--- config.mk ---
export PLATFORM = sky130hd
export DESIGN_NAME = irq_vector_ctrl
export DESIGN_NICKNAME = d
export VERILOG_FILES = /design/src/rtl/irq_vector_ctrl.sv
export SDC_FILE = /design/constraint.sdc
export NUM_CORES = 1
export LEC_CHECK = 0
export BUFFER_PORTS_ARGS = -buffer_cell sky130_fd_sc_hd__clkbuf_2
export CORE_MARGIN = 2
export CORE_UTILIZATION = 32
export CTS_CLUSTER_DIAMETER = 100
export DETAILED_ROUTE_END_ITERATION = 8
export PLACE_DENSITY_LB_ADDON = 0.1
export SKIP_LAST_GASP = 1
export SYNTH_ARGS = -nofsm -noshare
export SYNTH_HDL_FRONTEND = slang
export SYNTH_SLANG_ARGS = --single-unit
--- constraint.sdc ---
create_clock -name clk -period 0.95 [get_ports clk]
set_input_delay 0 -clock clk [delete_from_list [all_inputs] [get_ports clk]]
set_output_delay 0 -clock clk [all_outputs]
set_load 0.05 [all_outputs]
--- src/rtl/irq_vector_ctrl.sv ---
module irq_vector_ctrl #(
  parameter int ADDR_W = 16,
  parameter logic [ADDR_W-1:0] VEC_BASE = 16'h1FF8,
  parameter int SYNC_STAGES = 2,
  parameter int NUM_TMR = 3
) (
  input  logic              clk,
  input  logic              rst_n,
  input  logic              ext_irq_n,
  input  logic              port_irq_n,
  input  logic              port_irq_en,
  input  logic              irq_en,
  input  logic [NUM_TMR-1:0] tmr_flag,
  input  logic [NUM_TMR-1:0] tmr_ie,
  input  logic              swi_req,
  input  logic              insn_done,
  input  logic              cli_req,
  input  logic              sei_req,
  input  logic              rti_req,
  input  logic              rti_mask,
  output logic              stack_req,
  output logic              vec_valid,
  output logic [ADDR_W-1:0] vec_addr,
  output logic [1:0]        vec_src,
  output logic              mask_o
);

  localparam logic [1:0] SRC_RST = 2'd0;
  localparam logic [1:0] SRC_SWI = 2'd1;
  localparam logic [1:0] SRC_IRQ = 2'd2;
  localparam logic [1:0] SRC_TMR = 2'd3;

  typedef enum logic [1:0] {ST_BOOT, ST_IDLE, ST_HI, ST_LO} state_t;

  state_t               state;
  logic [1:0]           src_q;
  logic                 mask_q;
  logic                 swi_pend;
  logic                 irq_pend;
  logic [SYNC_STAGES:0] irq_sync;

  wire merged_n  = ext_irq_n & (port_irq_n | ~port_irq_en);
  wire irq_fall  = irq_sync[SYNC_STAGES] & ~irq_sync[SYNC_STAGES-1];
  wire tmr_req   = |(tmr_flag & tmr_ie);
  wire boundary  = insn_done && (state == ST_IDLE);
  wire swi_now   = swi_pend | swi_req;
  wire irq_ok    = ~mask_q & irq_en & irq_pend;
  wire pick_swi  = swi_now;
  wire pick_irq  = ~swi_now & irq_ok;
  wire pick_tmr  = ~swi_now & ~irq_ok & ~mask_q & tmr_req;
  wire take      = boundary & (pick_swi | pick_irq | pick_tmr);
  wire [1:0] pick_src = pick_swi ? SRC_SWI : (pick_irq ? SRC_IRQ : SRC_TMR);

  always_ff @(posedge clk or negedge rst_n) begin
    if (!rst_n) irq_sync <= '1;
    else        irq_sync <= {irq_sync[SYNC_STAGES-1:0], merged_n};
  end

  always_ff @(posedge clk or negedge rst_n) begin
    if (!rst_n) begin
      swi_pend <= 1'b0;
      irq_pend <= 1'b0;
    end else begin
      swi_pend <= (swi_pend | swi_req) & ~(take & pick_swi);
      irq_pend <= (irq_pend & ~(take & pick_irq)) | irq_fall;
    end
  end

  always_ff @(posedge clk or negedge rst_n) begin
    if (!rst_n)       mask_q <= 1'b1;
    else if (take)    mask_q <= 1'b1;
    else if (rti_req) mask_q <= rti_mask;
    else if (sei_req) mask_q <= 1'b1;
    else if (cli_req) mask_q <= 1'b0;
  end

  always_ff @(posedge clk or negedge rst_n) begin
    if (!rst_n) begin
      state     <= ST_BOOT;
      src_q     <= SRC_RST;
      stack_req <= 1'b0;
    end else begin
      stack_req <= take;
      case (state)
        ST_BOOT: begin
          state <= ST_HI;
          src_q <= SRC_RST;
        end
        ST_IDLE: if (take) begin
          state <= ST_HI;
          src_q <= pick_src;
        end
        ST_HI:   state <= ST_LO;
        default: state <= ST_IDLE;
      endcase
    end
  end

  wire [ADDR_W-1:0] vec_base = VEC_BASE + ADDR_W'({~src_q, 1'b0});

  assign vec_valid = (state == ST_HI) || (state == ST_LO);
  assign vec_addr  = vec_base | ADDR_W'(state == ST_LO);
  assign vec_src   = src_q;
  assign mask_o    = mask_q;

endmodule

==> results of run 1 <==
==> routing by layer <==
metal	routed length [um]	share of wire	vias to the layer above	GRT usage
li1	-	-	266	-
met2	714	0.50	29	0.261
met4	37	0.026	0	0.0811
met5	0	0	-	0
met1	594	0.42	254	0.143
met3	84	0.059	4	0.0226
==> power breakdown <==
group          internal (mW)  leakage, nW  total (mW)  switching (mW)
logic                  0.823        0.356        1.88            1.05
registers              0.622        0.120       0.760           0.138
clock network          0.162       0.0150       0.320           0.157
total                   1.61        0.491        2.96            1.35
==> kinds of logic after synthesis <==
group                  count (synthesis)  synth area share
AOI/OAI and AO/OA                     14             0.200
other                                  2            0.0121
and+or+nand+nor                       14             0.137
buffers and inverters                 20             0.200
DFF                                   11             0.452
==> timing repair <==
action	4_1_cts	5_1_grt
setup buffers	2	1
hold endpoints to repair	13	0
gates cloned	0	0
setup endpoints to repair	14	14
resized for setup	19	6
hold buffers	6	0
pin swaps	2	6
==> through the flow <==
step / util / total power [mW]
after floorplan: - / 1.78
after global placement: 0.455 / 2.22
after detailed placement: 0.455 / 2.24
after CTS: 0.558 / 2.89
after global routing: 0.570 / 3.14
final: 0.570 / 2.96
==> state kept, by name, summed over array words and instances (netlist names) <==
signal and count:
swi_pend 1, irq_sync 3, irq_pend 1, state 2, vec_src 2, mask_o 1
stack_req 1
==> final cells by class <==
class                           instances  area share
Inverter                                6      0.0222
Sequential cell                        11       0.281
Tap cell                               25      0.0308
Timing Repair Buffer                   43       0.358
Multi-Input combinational cell         41       0.282
Clock buffer                            4      0.0259
==> path summary, 6_finish.rpt <==
kind / start / to / slack [ns]
setup / recovery: mask_o$_DFFE_PN1P_ / vec_src[0]$_DFFE_PN0P_ / -0.29
hold / removal: rti_req / mask_o$_DFFE_PN1P_ / -0.001
setup reg to reg: mask_o$_DFFE_PN1P_ / vec_src[0]$_DFFE_PN0P_ / -0.29
hold reg to reg: irq_sync[0]$_DFF_PN1_ / irq_sync[1]$_DFF_PN1_ / 0.36
max in group asynchronous: rst_n / irq_sync[2]$_DFF_PN1_ / 0.54
min in group asynchronous: rst_n / irq_pend$_DFF_PN0_ / 0.14
==> Yosys cell counts <==
cell | count | area share
o211ai_1 | 1 | 0.012
a21boi_0 | 1 | 0.012
a21oi_2 | 1 | 0.014
inv_1 | 6 | 0.036
o22ai_1 | 1 | 0.010
clkbuf_1 | 1 | 0.0060
and2_2 | 1 | 0.012
o2111ai_1 | 1 | 0.014
nand4b_1 | 1 | 0.014
a22oi_2 | 2 | 0.040
nand2_1 | 3 | 0.018
conb_1 | 2 | 0.012
nor2_1 | 3 | 0.018
o31ai_4 | 1 | 0.034
dfrtp_1 | 7 | 0.28
o21ai_1 | 1 | 0.0081
a211oi_1 | 1 | 0.012
or2_1 | 1 | 0.010
nand3_1 | 1 | 0.0081
a22oi_1 | 1 | 0.012
nor2_4 | 1 | 0.018
o21ai_0 | 2 | 0.016
dfstp_2 | 4 | 0.17
and2_4 | 1 | 0.014
nor2b_1 | 1 | 0.010
o22a_1 | 1 | 0.014
nor2b_2 | 1 | 0.014
buf_4 | 13 | 0.16
==> critical path, cell delays in order, from the launching register on <==
cell and delay, ns:
dfstp_4 0.49, nand4b_1 0.24, o211ai_1 0.26, nand3_1 0.12
==> flow_metrics.env, run 1 <==
export IMPL_synth_avg_cell_area_um2=10.2
export IMPL_routabilityCongestion=0.683
export IMPL_grt_pass1_wl_um=2120
export IMPL_wl_per_cell_um=11.0
export IMPL_reg2regPathDepth=3
export IMPL_ioPinCount=39
export IMPL_timing_hold_ws_ns=-0.00144
export IMPL_crit_path_start_kind="flop"
export IMPL_p_leak_nw=0.491
export IMPL_antenna_found_initial=0
export IMPL_grt_total_usage=0.139
export IMPL_final_cell_mix="19 x clkbuf_2, 13 x conb_1, 9 x buf_4"
export IMPL_area_growth_pct=63.7
export IMPL_overflow=0
export IMPL_drt_iter0_markers=3
export IMPL_fillCellCount=156
export IMPL_insertion_delay_ns=0.26
export IMPL_avgViaCountPerCell=4.25
export IMPL_violations="negative hold slack, negative setup slack"
export IMPL_syn_cell_area_um2=621
export IMPL_drive_above_1_share=0.571
export IMPL_min_path_type="in2reg"
export IMPL_clk_pin_slew_ns=0.07
export IMPL_n_antenna_cell=0
export IMPL_start_util=0.348
export IMPL_grt_pass1_vias=522
export IMPL_layout_commonest_cell="clkbuf_2"
export IMPL_drt_pass1_iterations=3
export IMPL_ir_drop_uv=1710
export IMPL_vias=553
export IMPL_slew_violations=0
export IMPL_min_period_ns=1.24
export IMPL_required_ns=1.09
export IMPL_floorplan_die_area_um2=2310
export IMPL_cts_buffers=3
export IMPL_setup_slack_ns=-0.286
export IMPL_placed_cells=117
export IMPL_grt_max_degree=12
export IMPL_drc=0
export IMPL_path_class="reg2reg"
export IMPL_ys_seq_elements=11
export IMPL_cp_max_fo=3
export IMPL_fin_area_um2=1020
export IMPL_die_w_um=48.0
export IMPL_setup_violations=11
export IMPL_cp_arrival_ns=1.37
export IMPL_layoutNonFillerInstCount=130
export IMPL_ant_nets=0
export IMPL_die_y_um=48.0
export IMPL_yosysUniqueCellTypes=28
export IMPL_final_seq_area_um2=285
export IMPL_hold_viol=1
export IMPL_maxCapViolCount=0
export IMPL_rows=15
export IMPL_status="complete, but fails checks"
export IMPL_hpwl_um=964
export IMPL_port_buffers=25
export IMPL_yosysWarnings=0
export IMPL_core_um2=1780
export IMPL_h_tree_depth=1
export IMPL_pre_cts_slack_ns=-0.183
export IMPL_ys_seq_area_frac=0.452
export IMPL_end_kind="flop"
export IMPL_clock_root_buffer="clkbuf_4"
export IMPL_rsz0062_at_grt="true"
export IMPL_p_per_area_nw_per_um2=2910
export IMPL_setup_tns_ns=-1.56
export IMPL_nNetsFinal=124
export IMPL_cts_buffer_depth=2
export IMPL_wirelength_um=1430
export IMPL_cts_tree="built"
export IMPL_syn_inst=61
export IMPL_post_route_period_util=1.30
export IMPL_whs_path_depth=3
export IMPL_clock_fmax_ghz=0.809
export IMPL_place_area_um2=812
export IMPL_multi_input_area_um2=287
export IMPL_clock_sinks=11
export IMPL_clock_skew_ns=0.00396
(Power assumes the default switching activity.)
==> run 2: changes to the inputs <==
- CORE_ASPECT_RATIO: unset -> 1.25
==> run 2 against run 1 <==
Compared with the run above:
- the flow still finishes with violations (negative hold slack, negative setup slack)
- total power up 2.1%
- critical path depth decreased by 1
- first-iteration DRC count stayed put
- fmax is 6.7% higher
- clock skew fell by 0.00076 ns
- combinational power up 6%
- sequential cell count unchanged
- critical path type is now reg2out
- critical endpoint is now mask_o
- largest cell class unchanged
- largest power group unchanged
==> flow_metrics.env, run 2 (synthesized netlist as in run 1, its figures left out) <==
export IMPL_nNetsFinal=124
export IMPL_floorplan_die_area_um2=2310
export IMPL_final_cell_mix="19 x clkbuf_2, 13 x conb_1, 8 x buf_4"
export IMPL_vias=531
export IMPL_start_util=0.347
export IMPL_post_route_period_util=1.22
export IMPL_ioPinCount=39
export IMPL_multi_input_area_um2=278
export IMPL_slew_violations=0
export IMPL_antenna_found_initial=0
export IMPL_setup_slack_ns=-0.208
export IMPL_drt_pass1_iterations=3
export IMPL_status="complete, but fails checks"
export IMPL_min_path_type="in2reg"
export IMPL_rsz0062_at_grt="true"
export IMPL_wirelength_um=1280
export IMPL_wl_met2_um=662
export IMPL_final_seq_area_um2=285
export IMPL_core_um2=1790
export IMPL_slowest_delay_ns=0.64
export IMPL_port_buffers=25
export IMPL_required_ns=0.95
export IMPL_ir_drop_uv=1480
export IMPL_met1_length_um=492
export IMPL_cp_max_fo=3
export IMPL_largest_reg_flops=3
export IMPL_area_growth_pct=62.3
export IMPL_clock_skew_ns=0.00319
export IMPL_crit_cells=2
export IMPL_rows=17
export IMPL_clock_root_buffer="clkbuf_4"
export IMPL_p_per_area_nw_per_um2=3000
export IMPL_wl_per_cell_um=10.3
export IMPL_end_kind="primary output"
export IMPL_die_w_um=43.4
export IMPL_routabilityCongestion=0.683
export IMPL_top_register="irq_sync"
export IMPL_avgViaCountPerCell=4.28
export IMPL_cts_buffers=3
export IMPL_hold_viol=1
export IMPL_path_delay_family="flip-flops"
export IMPL_clk_pin_slew_ns=0.06
export IMPL_insertion_delay_ns=0.26
export IMPL_crit_path_start_kind="flop"
export IMPL_die_y_um=53.2
export IMPL_violations="negative hold slack, negative setup slack"
export IMPL_cts_tree="built"
export IMPL_layout_commonest_cell="clkbuf_2"
export IMPL_met3_wirelength_um=103
export IMPL_drive_above_1_share=0.552
export IMPL_clock_sinks=11
export IMPL_timing_hold_ws_ns=-0.000294
export IMPL_setup_tns_ns=-1.08
export IMPL_maxCapViolCount=0
export IMPL_cts_buffer_depth=2
export IMPL_fillCellCount=170
export IMPL_overflow=0
export IMPL_p_leak_nw=0.495
export IMPL_grt_pass1_wl_um=2010
export IMPL_worstPathBufferInverterCount=2
export IMPL_hpwl_um=953
export IMPL_ant_nets=0
export IMPL_clock_fmax_ghz=0.863
export IMPL_setup_violations=10
export IMPL_grt_pass1_vias=509
export IMPL_cp_startpoint="mask_o$_DFFE_PN1P_"
export IMPL_r2r_start="mask_o$_DFFE_PN1P_"
export IMPL_grt_total_usage=0.123
export IMPL_top_layer="met4"
export IMPL_h_tree_depth=1
export IMPL_min_period_ns=1.16
export IMPL_slowest_stage="dfstp_4"
export IMPL_grt_max_degree=12
export IMPL_placed_cells=110
export IMPL_min_from="sei_req"
export IMPL_whs_path_depth=3
export IMPL_layoutNonFillerInstCount=124
export IMPL_path_class="reg2out"
export IMPL_cp_arrival_ns=1.16
export IMPL_drc=0
export IMPL_reg2regPathDepth=3
export IMPL_drt_iter0_markers=3
export IMPL_n_antenna_cell=0
export IMPL_crit_chain="buf_6, clkbuf_16"
-- run 2: cell count changes in the layout (fill, tap and decap cells not counted), sizes merged --
cell	delta
clkbuf	+1
dlygate4sd3	-1
-- run 2: worst register-to-register path, delay by kind of cell (launching register included) --
kind             cells  cell delay (ns)
flip-flops           1             0.49
AND/OR/NAND/NOR      2             0.31
AO/OA/AOI/OAI        1             0.22
-- run 2: worst paths after layout --
path / slack [ns] / to
max: -0.21 / mask_o
min: -0.0003 / mask_o$_DFFE_PN1P_
max reg2reg: -0.18 / vec_src[0]$_DFFE_PN0P_
min reg2reg: 0.36 / irq_sync[1]$_DFF_PN1_
max in group asynchronous: 0.52 / irq_sync[1]$_DFF_PN1_
min in group asynchronous: 0.15 / swi_pend$_DFF_PN0_
-- run 2: final cells by class --
| type | count | area share |
|---|---|---|
| clock buffer | 4 | 0.0261 |
| multi-input combinational | 41 | 0.276 |
| sequential | 11 | 0.283 |
| timing repair buffer | 43 | 0.369 |
| tap | 19 | 0.0236 |
| inverter | 6 | 0.0224 |
-- run 2: where the power goes --
| part | internal (mW) | switching (mW) | total (mW) | leakage, nW |
|---|---|---|---|---|
| Sequential | 0.623 | 0.0996 | 0.723 | 0.120 |
| Clock | 0.162 | 0.148 | 0.311 | 0.0150 |
| Combinational | 0.911 | 1.07 | 1.99 | 0.360 |
| Total | 1.70 | 1.32 | 3.02 | 0.495 |
-- run 2: stage by stage --
stage / total power [mW] / area (um^2) / util / hold slack (ns) / setup WS (ns)
global route: 3.19 / 1010 / 0.564 / 0.0236 / -0.283
finish: 3.02 / 1010 / 0.564 / -0.000294 / -0.208
detailed placement: 2.14 / 782 / 0.438 / -0.107 / -0.159
floorplan: 1.78 / 674 / - / -0.296 / -0.190
CTS: 2.82 / 963 / 0.539 / 0.00137 / -0.216
global placement: 2.13 / 782 / 0.438 / -0.104 / -0.138
-- run 2: metal layers --
layer | up-vias | track usage
li1 | 263 | -
met1 | 241 | 0.120
met5 | - | 0
met2 | 25 | 0.226
met4 | 0 | 0.0909
met3 | 2 | 0.0205
-- run 2: timing repair --
| action | CTS | global route |
|---|---|---|
| hold buffers | 5 | 0 |
| setup buffers | 3 | 2 |
| setup endpoints to repair | 13 | 12 |
| endpoints found under the hold margin | 13 | 0 |
| gates resized for setup | 18 | 9 |
| pin swaps | 7 | 6 |
